File: src/rtl/fpd_pkg.sv
package fpd_pkg;
  typedef enum logic {
    GEN_LINE_HALF = 1'b0,
    GEN_HS_HIGH   = 1'b1
  } gen_mode_e;
endpackage

File: src/rtl/fpd_sync.sv
module fpd_sync #(
  parameter int  STAGES  = 2,
  parameter bit  RST_VAL = 1'b1
) (
  input  logic clk_i,
  input  logic rst_ni,
  input  logic d_i,
  output logic lvl_o,
  output logic rise_o,
  output logic fall_o
);
  // one extra stage holds the previous synchronised level
  logic [STAGES:0] sh_q;

  for (genvar i = 0; i <= STAGES; i++) begin : g_stage
    if (i == 0) begin : g_first
      always_ff @(posedge clk_i or negedge rst_ni) begin
        if (!rst_ni) sh_q[i] <= RST_VAL;
        else         sh_q[i] <= d_i;
      end
    end else begin : g_next
      always_ff @(posedge clk_i or negedge rst_ni) begin
        if (!rst_ni) sh_q[i] <= RST_VAL;
        else         sh_q[i] <= sh_q[i-1];
      end
    end
  end

  assign lvl_o  = sh_q[STAGES-1];
  assign rise_o = sh_q[STAGES-1] & ~sh_q[STAGES];
  assign fall_o = ~sh_q[STAGES-1] & sh_q[STAGES];

  AST_EDGE_EXCLUSIVE: assert property (@(posedge clk_i) disable iff (!rst_ni)
    !(rise_o && fall_o));
endmodule

File: src/rtl/fpd_line_timer.sv
module fpd_line_timer
  import fpd_pkg::*;
#(
  parameter int CNT_W    = 12,
  parameter int WIDE_THR = 1024,
  parameter bit WIDE_EN  = 1'b1
) (
  input  logic             clk_i,
  input  logic             rst_ni,
  input  logic             hs_lvl_i,
  input  logic             hs_rise_i,
  input  logic             hs_fall_i,
  output logic [CNT_W-1:0] line_len_o,
  output logic             line_ok_o,
  output logic             pulse_o
);
  localparam logic [CNT_W-1:0] CNT_MAX = {CNT_W{1'b1}};
  localparam logic [CNT_W-1:0] CNT_ONE = {{(CNT_W-1){1'b0}}, 1'b1};

  logic [CNT_W-1:0] cnt_q, hcnt_q, line_len_q, high_len_q, hi_next;
  logic             line_ok_q, seen_fall_q, wide_hit;
  gen_mode_e        mode_q;

  assign hi_next = (hcnt_q == CNT_MAX) ? CNT_MAX : hcnt_q + CNT_ONE;

  if (WIDE_EN) begin : g_wide
    assign wide_hit = 32'(hi_next) >= WIDE_THR;
  end else begin : g_narrow
    assign wide_hit = 1'b0;
  end

  always_ff @(posedge clk_i or negedge rst_ni) begin
    if (!rst_ni) begin
      cnt_q  <= '0;
      hcnt_q <= '0;
    end else begin
      if (hs_fall_i)            cnt_q <= '0;
      else if (cnt_q != CNT_MAX) cnt_q <= cnt_q + CNT_ONE;
      if (hs_rise_i)            hcnt_q <= '0;
      else                      hcnt_q <= hi_next;
    end
  end

  always_ff @(posedge clk_i or negedge rst_ni) begin
    if (!rst_ni) begin
      seen_fall_q <= 1'b0;
      line_ok_q   <= 1'b0;
      line_len_q  <= '0;
      high_len_q  <= '0;
      mode_q      <= GEN_LINE_HALF;
    end else if (hs_fall_i) begin
      seen_fall_q <= 1'b1;
      if (seen_fall_q && cnt_q != CNT_MAX) begin
        line_ok_q  <= 1'b1;
        line_len_q <= cnt_q + CNT_ONE;
        high_len_q <= hi_next;
        mode_q     <= wide_hit ? GEN_HS_HIGH : GEN_LINE_HALF;
      end else begin
        line_ok_q  <= 1'b0;
      end
    end else if (cnt_q == CNT_MAX) begin
      line_ok_q <= 1'b0;
    end
  end

  always_comb begin
    if (mode_q == GEN_HS_HIGH) pulse_o = line_ok_q && hs_lvl_i && (hcnt_q < (high_len_q >> 1));
    else                       pulse_o = line_ok_q && (cnt_q < (line_len_q >> 1));
  end

  assign line_len_o = line_len_q;
  assign line_ok_o  = line_ok_q;

  AST_CNT_RESTART: assert property (@(posedge clk_i) disable iff (!rst_ni)
    hs_fall_i |=> (cnt_q == '0));
  AST_LONG_LINE_DROPS: assert property (@(posedge clk_i) disable iff (!rst_ni)
    (cnt_q == CNT_MAX) |=> !line_ok_q);
  AST_FIRST_FALL_NO_LINE: assert property (@(posedge clk_i) disable iff (!rst_ni)
    (hs_fall_i && !seen_fall_q) |=> !line_ok_q);
  if (!WIDE_EN) begin : g_chk_narrow
    AST_INSET_NARROW: assert property (@(posedge clk_i) disable iff (!rst_ni)
      mode_q == GEN_LINE_HALF);
  end
endmodule

File: src/rtl/fpd_vs_qual.sv
module fpd_vs_qual #(
  parameter int CNT_W = 12
) (
  input  logic             clk_i,
  input  logic             rst_ni,
  input  logic             vs_rise_i,
  input  logic             vs_fall_i,
  input  logic             pulse_i,
  input  logic             line_ok_i,
  input  logic [CNT_W-1:0] line_len_i,
  output logic             field_odd_o,
  output logic             field_vld_o
);
  localparam logic [CNT_W-1:0] CNT_MAX = {CNT_W{1'b1}};
  localparam logic [CNT_W-1:0] CNT_ONE = {{(CNT_W-1){1'b0}}, 1'b1};

  logic [CNT_W-1:0] vcnt_q;
  logic [CNT_W:0]   vlen;
  logic             accept, odd_q, vld_q;

  // low time of vertical sync, inclusive of the current cycle
  assign vlen   = {1'b0, vcnt_q} + {{CNT_W{1'b0}}, 1'b1};
  assign accept = vs_rise_i && line_ok_i && (vlen >= {1'b0, line_len_i});

  always_ff @(posedge clk_i or negedge rst_ni) begin
    if (!rst_ni) begin
      vcnt_q <= '0;
      odd_q  <= 1'b0;
      vld_q  <= 1'b0;
    end else begin
      if (vs_fall_i)              vcnt_q <= '0;
      else if (vcnt_q != CNT_MAX) vcnt_q <= vcnt_q + CNT_ONE;
      vld_q <= accept;
      if (accept) odd_q <= pulse_i;
    end
  end

  assign field_odd_o = odd_q;
  assign field_vld_o = vld_q;

  AST_VLD_SINGLE: assert property (@(posedge clk_i) disable iff (!rst_ni)
    vld_q |=> !vld_q);
  AST_ODD_HOLDS: assert property (@(posedge clk_i) disable iff (!rst_ni)
    !vld_q |-> $stable(odd_q));
  AST_NEEDS_LINE: assert property (@(posedge clk_i) disable iff (!rst_ni)
    !line_ok_i |=> !vld_q);
  AST_SHORT_REJECT: assert property (@(posedge clk_i) disable iff (!rst_ni)
    (vs_rise_i && (vlen < {1'b0, line_len_i})) |=> !vld_q);
endmodule

File: src/rtl/field_parity_det.sv
module field_parity_det
  import fpd_pkg::*;
#(
  parameter int CNT_W       = 12,
  parameter int WIDE_THR    = 1024,
  parameter bit WIDE_EN     = 1'b1,
  parameter int SYNC_STAGES = 2
) (
  input  logic clk_i,
  input  logic rst_ni,
  input  logic hs_ni,
  input  logic vs_ni,
  output logic field_odd_o,
  output logic field_vld_o
);
  logic             hs_lvl, hs_rise, hs_fall;
  logic             vs_lvl, vs_rise, vs_fall;
  logic [CNT_W-1:0] line_len;
  logic             line_ok, pulse;

  fpd_sync #(.STAGES(SYNC_STAGES), .RST_VAL(1'b1)) u_hs_sync (
    .clk_i(clk_i), .rst_ni(rst_ni), .d_i(hs_ni),
    .lvl_o(hs_lvl), .rise_o(hs_rise), .fall_o(hs_fall)
  );

  fpd_sync #(.STAGES(SYNC_STAGES), .RST_VAL(1'b1)) u_vs_sync (
    .clk_i(clk_i), .rst_ni(rst_ni), .d_i(vs_ni),
    .lvl_o(vs_lvl), .rise_o(vs_rise), .fall_o(vs_fall)
  );

  fpd_line_timer #(.CNT_W(CNT_W), .WIDE_THR(WIDE_THR), .WIDE_EN(WIDE_EN)) u_line_timer (
    .clk_i(clk_i), .rst_ni(rst_ni),
    .hs_lvl_i(hs_lvl), .hs_rise_i(hs_rise), .hs_fall_i(hs_fall),
    .line_len_o(line_len), .line_ok_o(line_ok), .pulse_o(pulse)
  );

  fpd_vs_qual #(.CNT_W(CNT_W)) u_vs_qual (
    .clk_i(clk_i), .rst_ni(rst_ni),
    .vs_rise_i(vs_rise), .vs_fall_i(vs_fall),
    .pulse_i(pulse), .line_ok_i(line_ok), .line_len_i(line_len),
    .field_odd_o(field_odd_o), .field_vld_o(field_vld_o)
  );

  AST_VLD_AFTER_VS_HIGH: assert property (@(posedge clk_i) disable iff (!rst_ni)
    field_vld_o |-> $past(vs_lvl));
endmodule

File: config.mk
export PLATFORM = sky130hd
export DESIGN_NAME = field_parity_det
export DESIGN_NICKNAME = d
export VERILOG_FILES = /design/src/rtl/fpd_pkg.sv /design/src/rtl/fpd_sync.sv /design/src/rtl/fpd_line_timer.sv /design/src/rtl/fpd_vs_qual.sv /design/src/rtl/field_parity_det.sv
export SDC_FILE = /design/constraint.sdc
export NUM_CORES = 1
export LEC_CHECK = 0
export BUFFER_PORTS_ARGS = -buffer_cell sky130_fd_sc_hd__buf_4
export CAP_MARGIN = 20
export CORE_MARGIN = 2
export CORE_UTILIZATION = 57
export DETAILED_ROUTE_END_ITERATION = 7
export GPL_TIMING_DRIVEN = 0
export PLACE_DENSITY = 0.76
export SYNTH_ARGS = -nofsm -noshare
export SYNTH_HDL_FRONTEND = slang
export SYNTH_SLANG_ARGS = --single-unit
File: constraint.sdc
create_clock -name clk_i -period 2.5 [get_ports clk_i]
set_input_delay 0 -clock clk_i [delete_from_list [all_inputs] [get_ports clk_i]]
set_output_delay 0 -clock clk_i [all_outputs]
set_load 0.05 [all_outputs]
Yosys cells after proc, flatten, opt, wreduce, memory -nomap -nowiden. Cells that the tools add are included.

Bits in registers: 71. Input port bits: 4. Logic and storage cells: 57.

Add/subtract/negate cells: 4. Magnitude comparators: 4. Equality and inequality tests: 4. Muxes and demuxes: 11. Bitwise gates (word level): 8. Reduce and logical (&&, ||, !) cells: 10.

Operators with widths (count): two-way mux 12 bit (6); adder 12 x 1 -> 12 bit, second input constant (3); equality test 12 bit, second input constant (2); less-than comparator 12 x 11 -> 1 bit (2); inequality test 12 bit, second input constant (2); adder 12 x 1 -> 13 bit, second input constant (1); >= comparator 13 x 12 -> 1 bit (1); >= comparator 12 x 11 -> 1 bit, second input constant (1); logical AND 1 bit (6); nonzero test 2 bit (3); two-way mux 1 bit (5); bitwise AND 1 bit (4); inverter 1 bit (4); AND reduction 2 bit (1).

Depth between registers and ports, before layout. Gate-level depths: netlist of run 1.

Depth after elaboration: 4. Depth in mapped cells: 12. Depth with buffers taken out: 12.

Modules after synthesis. A second synthesis of run 1 with hierarchy kept.

Cell total of the unflattened synthesis: 402. Area, all modules: 3940.0 sq um.

Modules (own cells, without submodules): fpd_line_timer (instances 1, cells each 282, area each 2732.6 sq um, seq. area each 1251.2 sq um); fpd_vs_qual (instances 1, cells each 110, area each 1019.7 sq um, seq. area each 350.3 sq um); fpd_sync (instances 2, cells each 5, area each 93.8 sq um, seq. area each 78.8 sq um).

Worst setup path after synthesis of run 1. OpenSTA, ideal clock, no wires.

Path kind: reg2reg. Start point: register u_vs_qual.vcnt_q[0]. End point: register u_vs_qual.odd_q (netlist: u_vs_qual.field_odd_o). Data arrival time: 2.403 ns. Slack: -0.028 ns. Cell stages (with the launch flop): 13. Path buffers: 0. Clock period less this slack: 2.528 ns. Cells stage by stage: dfrtp_1 -> ha_1 -> and4_1 -> nand2_1 -> xor2_1 -> inv_1 -> ha_1 -> a211oi_1 -> nor2_1 -> nor3_1 -> nor3_1 -> a211o_1 -> mux2_4.

Cells in the longest elaborated chain, start to end: 3.

Ends and longest elaborated chain: from (decl) (RTL line fpd_vs_qual.sv:17) `logic [CNT_W-1:0] vcnt_q;`; from (signal assigned) (RTL line fpd_vs_qual.sv:32) `else if (vcnt_q != CNT_MAX) vcnt_q <= vcnt_q + CNT_ONE;`; adder 12 x 1 -> 13 bit (RTL line fpd_vs_qual.sv:22) `assign vlen = {1'b0, vcnt_q} + {{CNT_W{1'b0}}, 1'b1};`; >= comparator 13 x 12 -> 1 bit (RTL line fpd_vs_qual.sv:23) `assign accept = vs_rise_i && line_ok_i && (vlen >= {1'b0, line_len_i});`; logical AND 1 bit (RTL line fpd_vs_qual.sv:23); net u_vs_qual.accept (RTL line fpd_vs_qual.sv:19) `logic accept, odd_q, vld_q;`; to (signal assigned) (RTL line fpd_vs_qual.sv:34) `if (accept) odd_q <= pulse_i;`; to (decl) (RTL line fpd_vs_qual.sv:19).

The timed path passes the listed nets, and every way through them passes these cells. A chain may end at the register's enable or synchronous reset.

Final worst setup path of run 1.
Start point: register u_vs_qual.vcnt_q[1]. End point: register u_vs_qual.odd_q (netlist: u_vs_qual.field_odd_o).

The elaborated chain is that of the path after synthesis.

==> results of run 1 <==
[worst paths after layout]
kind,slack [ps],cells after the start,from,end
setup / recovery,-210,12,u_vs_qual.vcnt_q[1]$_DFFE_PN0P_,u_vs_qual.field_odd_o$_DFFE_PN0P_
hold / removal,310,2,rst_ni,u_line_timer.high_len_q[8]$_DFFE_PN0P_
setup reg to reg,-210,12,u_vs_qual.vcnt_q[1]$_DFFE_PN0P_,u_vs_qual.field_odd_o$_DFFE_PN0P_
hold reg to reg,360,0,u_hs_sync.sh_q[0]$_DFF_PN1_,u_hs_sync.lvl_o$_DFF_PN1_
max in group asynchronous,1550,2,rst_ni,u_vs_qual.vcnt_q[0]$_DFFE_PN0P_
min in group clk_i,310,2,vs_ni,u_vs_sync.sh_q[0]$_DFF_PN1_
[state kept, by name (all words and copies together) (netlist names)]
register,cells
u_vs_qual.vcnt_q,12
u_vs_sync.sh_q,2
u_vs_qual.field_odd_o,1
u_line_timer.line_ok_o,1
u_vs_qual.field_vld_o,1
u_line_timer.mode_q,1
u_line_timer.line_len_o,12
u_line_timer.hcnt_q,12
u_line_timer.cnt_q,12
u_vs_sync.lvl_o,1
u_line_timer.seen_fall_q,1
u_hs_sync.sh_q,2
u_line_timer.high_len_q,11
u_hs_sync.lvl_o,1
[layout make-up]
cell class / count / area [sq um] / area share (%)
multi-input cells: 272 / 1878 / 43.80
flip-flops and latches: 70 / 1760 / 41.06
repair buffers: 18 / 142.6 / 3.327
inverters: 36 / 135.1 / 3.151
clock buffers: 9 / 123.9 / 2.889
well taps: 77 / 96.34 / 2.247
clock inverters: 7 / 88.84 / 2.072
plain buffers: 12 / 62.56 / 1.459
[layer usage]
layer | vias to the layer above | part of all wire (%) | routed length, microns
met5 | - | 0 | 0
met4 | 0 | 1.2 | 91
met3 | 9 | 2.4 | 181
met2 | 34 | 46 | 3509
met1 | 1408 | 51 | 3881
li1 | 1388 | - | -
[logic make-up after synthesis]
logic type	Yosys count
compound gates	75
buf+inv	48
mux	5
flops	70
xor+xnor	28
simple gates	129
fa+ha+maj	35
[power by group through the flow]
stage               clock (W)  combinational, W  sequential (W)
floorplan                   0          0.000506         0.00142
global placement            0          0.000708         0.00140
detailed placement          0          0.000731         0.00141
CTS                  0.000986          0.000805         0.00139
global route          0.00104          0.000932         0.00141
finish               0.000971          0.000824         0.00140
[metrics by stage]
stage / cell area, sq um / instances / power, W / hold WS (ps)
after floorplan: 3731 / 390 / 0.001929 / -295.6
after global placement: 3865 / 472 / 0.002112 / 109.8
after detailed placement: 3865 / 472 / 0.002142 / 109.5
after CTS: 4232 / 499 / 0.003182 / 304.3
after global routing: 4288 / 501 / 0.003377 / 321.5
final: 4288 / 501 / 0.003194 / 313.3
[cell usage after synthesis (all sizes together) (2+ instances only)]
library cell,n
a2111oi,2
a211oi,3
a21o,5
a21oi,29
and3,3
and4,5
buf,4
clkbuf,8
dfrtp,64
dfstp,6
ha,35
inv,36
mux2i,4
nand2,38
nand2b,3
nand3,17
nand4,6
nor2,39
nor2b,6
nor3,4
o21ai,29
or2,2
xnor2,12
xor2,16
[timing repair]
action | in CTS | in global routing
resized for setup | 12 | 9
gates cloned | 0 | 0
pin swaps | 8 | 0
buffers inserted | 8 | 2
hold buffers | 3 | 0
setup endpoints to repair | 2 | 24
hold endpoints to repair | 66 | 0
==> results.yml, run 1 <==
synth:
  synth.net_count: 429
  ys_types: 42
  synth_xor_area_share_pct: 6.586
  post_synth.cell_area_avg_sq_um: 9.548
  synth-async-reset-ratio_pct: 100.0
  netlist.top_cell.by_area: "dfrtp_1"
  synth-warning-count: 0
  synth.mux.area_fraction_pct: 1.478
  synthAdderAreaFrac_pct: 11.76
  synth_enable_flop_cells: 0
  dominant_combinational_cell_family_by_area_after_synthesis: "simple AND/OR/NAND/NOR gates"
  ys_dominant_reg_cell: "dfrtp_1"
  ys_ff_latch: 70
  post_synthesis_compound_gate_area_fraction_pct: 11.42
  yosys.area_share.simple_pct: 16.33
  area_share_of_the_largest_cell_type_after_synthesis_pct: 43.01
  yosysSeqAreaShare_pct: 47.24
  synthesis.instances: 390
  post_synth_main_area_contributors: "dfrtp_1, ha_1, dfstp_2"
  synth_area_sq_mm: 0.003724
sta:
  drv_slew: 0
  finalClockSkew_ps: 6.425
  min_period_ps: 2707
  clock.fmax_ghz: 0.3694
  setup_viol_count_final: 1
  hold_viol: 0
  slew_headroom_pct: 41.59
  post_layout_worst_setup_margin_ps: -206.9
  final_min_period_over_clock_period_pct: 108.3
  total_negative_slack_for_setup_checks_ps: -206.9
  rsz_0062_raised_after_global_routing: "yes"
  tightestPinTransition_ps: 876.1
run_status:
  outcome: "finished, violations left"
  violations: "negative setup slack"
pwr:
  power.switching_w: 0.0009978
  power.clock.fraction_pct: 30.4
  power.combinational.fraction_pct: 25.8
  cell_internal_pwr_w: 0.002196
  vdd_drop_max_uv: 613.4
  power_switching_share_pct: 31.24
  seq_power_share_pct: 43.8
  leakagePower_nw: 2.032
  power_density_mw_per_mm2: 744.8
cells_and_area:
  most_frequent_cells_in_the_layout: "dfrtp_1, nand2_1, nor2_1"
  final_core_utilization_pct: 67.53
  nNetsFinal: 458
  area.growth.synth_to_final_pct: 15.15
  fill_cells: 469
  final_common_cell: "dfrtp_1"
  num_antenna_cells: 0
  drive_gt1_share_pct: 14.39
placed_design:
  dp_hpwl_microns: 5233
  port_buffer_cells: 5
  place.gp.congestion: 0.8784
  detailedPlace.worstSlack_ps: -413.1
grt:
  antenna_found_initial: 0
  grt_pass1_wl_microns: 13260
  gr-usage-met3_pct: 3.307
  grt_use_met1_pct: 34.87
  met2_usage_pct: 34.93
  grt_max_degree: 71
  global_route.usage.total_pct: 23.22
  first_global_vias: 2782
  grt_remaining_overflow: 0
  grt-busiest-layer: "met2"
clocking:
  clock_path_buffers: 2
  clkLatencyLatePin_ps: 330
  clock-sinks: 70
  cts_htree_levels: 3
  cts_made_buffers: 9
  cts_tree: "yes"
  clock_transition_at_the_registers_of_the_reported_paths_ps: 70
  root_buf_cell: "clkbuf_8"
routing:
  drc: 0
  avgViaCountPerCell: 5.667
  drt_iter0_markers: 197
  dr_total_vias: 2839
  drtAntennaViolNets: 0
  final_wl_microns: 7664
  drt_first_pass_iters: 4
  detail_route.wl_per_cell_microns: 15.30
hold_path:
  path_type_of_the_worst_min_delay_path: "in2async"
floorplanning:
  floorplan.die.height_microns: 84.83
  die-width_microns: 84.83
  starting_density_of_the_core_pct: 58.64
  floorplan.rows: 29
  dieArea_sq_mm: 0.007195
  core-area_sq_mm: 0.006350
  io_pins: 6
critical_path:
  worstPathBufferInverterCount: 1
  critical_path.startpoint_type: "flop"
  critical_setup_path_kind: "reg2reg"
  crit_chain: "ha_4 -> and4_4 -> and4_4 -> xnor2_4 -> inv_2 -> ha_4 -> nand4_1 -> nor3_2 -> nor3_2 -> nor3_1 -> a211o_1 -> mux2_4"
  cpLargestDelayFamily: "simple AND/OR/NAND/NOR gates"
  setup.worst_path.end_class: "flop"
  timing.critical_path.required_ps: 2720
  crit_path_max_incr_delay_ps: 400
  crit_slowest_cell: "dfrtp_1"
  worstPathArrival_ps: 2930
  timing.critical_path.fanout_max: 4
job:
  number_of_max_cap_violations: 0
Note: power is estimated with default switching activity, not from simulation.
==> inputs of run 2 (changes only) <==
--- a/config.mk
+++ b/config.mk
@@ -11,7 +11,7 @@
 export CORE_UTILIZATION = 57
 export DETAILED_ROUTE_END_ITERATION = 7
 export GPL_TIMING_DRIVEN = 0
-export PLACE_DENSITY = 0.76
+export PLACE_DENSITY_LB_ADDON = 0.05
 export SYNTH_ARGS = -nofsm -noshare
 export SYNTH_HDL_FRONTEND = slang
 export SYNTH_SLANG_ARGS = --single-unit
==> run 2 against run 1 <==
- critical path type unchanged
- the run still ends with negative setup slack left
- clock skew rose by 5.4 ps
- non-clock buffer count fell by 5
- core utilization fell by 1.6 points
- sequential cell count did not move
- hold slack got worse by 8.5 ps
==> results.yml, run 2 (synthesis gave the netlist of run 1 again) <==
run_status:
  outcome: "finished, violations left"
  violations: "negative setup slack"
clocking:
  clock_path_buffers: 2
  clock_transition_at_the_registers_of_the_reported_paths_ps: 80
  cts_htree_levels: 3
  cts_made_buffers: 9
  cts_tree: "yes"
  clkLatencyLatePin_ps: 340
  root_buf_cell: "clkbuf_8"
  clock-sinks: 70
floorplanning:
  floorplan.rows: 29
  die-width_microns: 84.83
  core-area_sq_mm: 0.006350
  floorplan.die.height_microns: 84.83
  io_pins: 6
  dieArea_sq_mm: 0.007195
  starting_density_of_the_core_pct: 58.64
grt:
  first_global_vias: 2787
  grt_pass1_wl_microns: 12730
  global_route.usage.total_pct: 22.58
  grt_remaining_overflow: 0
  antenna_found_initial: 0
  grt_max_degree: 71
critical_path:
  worstPathArrival_ps: 2860
  crit_path_max_incr_delay_ps: 360
  setup.worst_path.end_class: "flop"
  worstPathBufferInverterCount: 1
  worstSetupStartpoint: "u_vs_qual.vcnt_q[1]$_DFFE_PN0P_"
  timing.critical_path.required_ps: 2720
  crit_chain: "ha_2 -> and4_4 -> and4_4 -> xnor2_2 -> inv_2 -> ha_4 -> nand4_1 -> nor3_2 -> nor3_2 -> nor3_1 -> a211o_1 -> mux2_4"
  critical_setup_path_kind: "reg2reg"
  timing.critical_path.fanout_max: 4
  r2r_start: "u_vs_qual.vcnt_q[1]$_DFFE_PN0P_"
  crit_slowest_cell: "dfrtp_1"
  critical_path.startpoint_type: "flop"
  cpLargestDelayFamily: "simple AND/OR/NAND/NOR gates"
pwr:
  cell_internal_pwr_w: 0.002104
  power.switching_w: 0.0009872
  seq_power_share_pct: 45.0
  power_switching_share_pct: 31.94
  power_density_mw_per_mm2: 737.8
  leakagePower_nw: 1.994
  vdd_drop_max_uv: 504.1
  power.clock.fraction_pct: 29.8
  power.combinational.fraction_pct: 25.2
cells_and_area:
  finalNonFillerCells: 496
  drive_gt1_share_pct: 12.41
  final_core_utilization_pct: 65.97
  most_frequent_cells_in_the_layout: "dfrtp_1, nor2_1, nand2_1"
  final_common_cell: "dfrtp_1"
  area.growth.synth_to_final_pct: 12.50
  nNetsFinal: 453
  num_antenna_cells: 0
placed_design:
  place.gp.congestion: 0.8279
  post-place-cells: 472
  detailedPlace.worstSlack_ps: -431.3
  dp_hpwl_microns: 5406
  port_buffer_cells: 5
routing:
  dr_total_vias: 2722
  final_wl_microns: 7630
  drc: 0
  met1_length_microns: 3426
  drtAntennaViolNets: 0
  wl_met2_microns: 3888
  avgViaCountPerCell: 5.488
  detail_route.wl_per_cell_microns: 15.38
  drt_first_pass_iters: 4
  drt_iter0_markers: 54
  detailroute.wirelength.met3_microns: 169
  highest-signal-layer: "met4"
sta:
  hold_viol: 0
  setup_viol_count_final: 1
  min_period_ps: 2639
  final_min_period_over_clock_period_pct: 105.6
  finalClockSkew_ps: 11.85
  rsz_0062_raised_after_global_routing: "yes"
  slew_headroom_pct: 42.06
  timing.hold.ws_ps: 304.8
  post_layout_worst_setup_margin_ps: -139.1
  tightestPinTransition_ps: 869.1
  clock.fmax_ghz: 0.3789
  drv_slew: 0
hold_path:
  path_type_of_the_worst_min_delay_path: "in2async"
job:
  number_of_max_cap_violations: 0
## run 2: changes by cell type in the layout (fill, tap and decap cells not counted), sizes merged
cell,before,now
clkinvlp,0,1
buf,17,13
bufinv,2,1
clkinv,5,4
## run 2: area by class of cell
| cell class | count | area, sq um |
|---|---|---|
| multi-input combinational | 272 | 1832 |
| timing repair buffer | 13 | 105.1 |
| inverter | 36 | 135.1 |
| sequential | 70 | 1759 |
| clock inverter | 6 | 61.31 |
| fill | 525 | 2161 |
| buffer | 12 | 62.56 |
| tap | 77 | 96.34 |
| clock buffer | 10 | 137.6 |
## run 2: worst paths after layout
path	to	slack (ps)	cells after the start
min	u_line_timer.cnt_q[9]$_DFFE_PN0P_	300	2
max in group asynchronous	u_line_timer.high_len_q[9]$_DFFE_PN0P_	1620	2
max reg2reg	u_vs_qual.field_odd_o$_DFFE_PN0P_	-140	12
min in group clk_i	u_hs_sync.sh_q[0]$_DFF_PN1_	310	2
max	u_vs_qual.field_odd_o$_DFFE_PN0P_	-140	12
min reg2reg	u_hs_sync.lvl_o$_DFF_PN1_	360	0
## run 2: stage by stage
stage          setup TNS [ps]  power (W)  area [sq um]
6_report               -139.1   0.003091          4189
5_1_grt                -275.6   0.003298          4189
3_5_place_dp           -519.6   0.002142          3865
4_1_cts                -149.3   0.003113          4161
2_1_floorplan               0   0.001929          3731
3_3_place_gp           -373.4   0.002109          3865
## run 2: what timing repair did
| action | 4_1_cts | 5_1_grt |
|---|---|---|
| hold buffers | 3 | 0 |
| setup buffers | 5 | 0 |
| setup endpoints to repair | 2 | 24 |
| pin swaps | 3 | 0 |
| resized for setup | 7 | 7 |
| endpoints found under the hold margin | 66 | 0 |
## run 2: power groups by stage
stage               Clock, W  Combinational, W  Sequential (W)
floorplan                  0          0.000506         0.00142
finish              0.000922          0.000778         0.00139
CTS                 0.000944          0.000783         0.00139
detailed placement         0          0.000728         0.00141
global placement           0          0.000702         0.00141
global route        0.000988          0.000903         0.00141
## run 2: routing by layer
metal  vias to the layer above  GRT usage, %
li1                       1370             -
met1                      1313         27.93
met2                        25         40.01
met3                        14         3.502
met4                         0         8.369
met5                         -             0
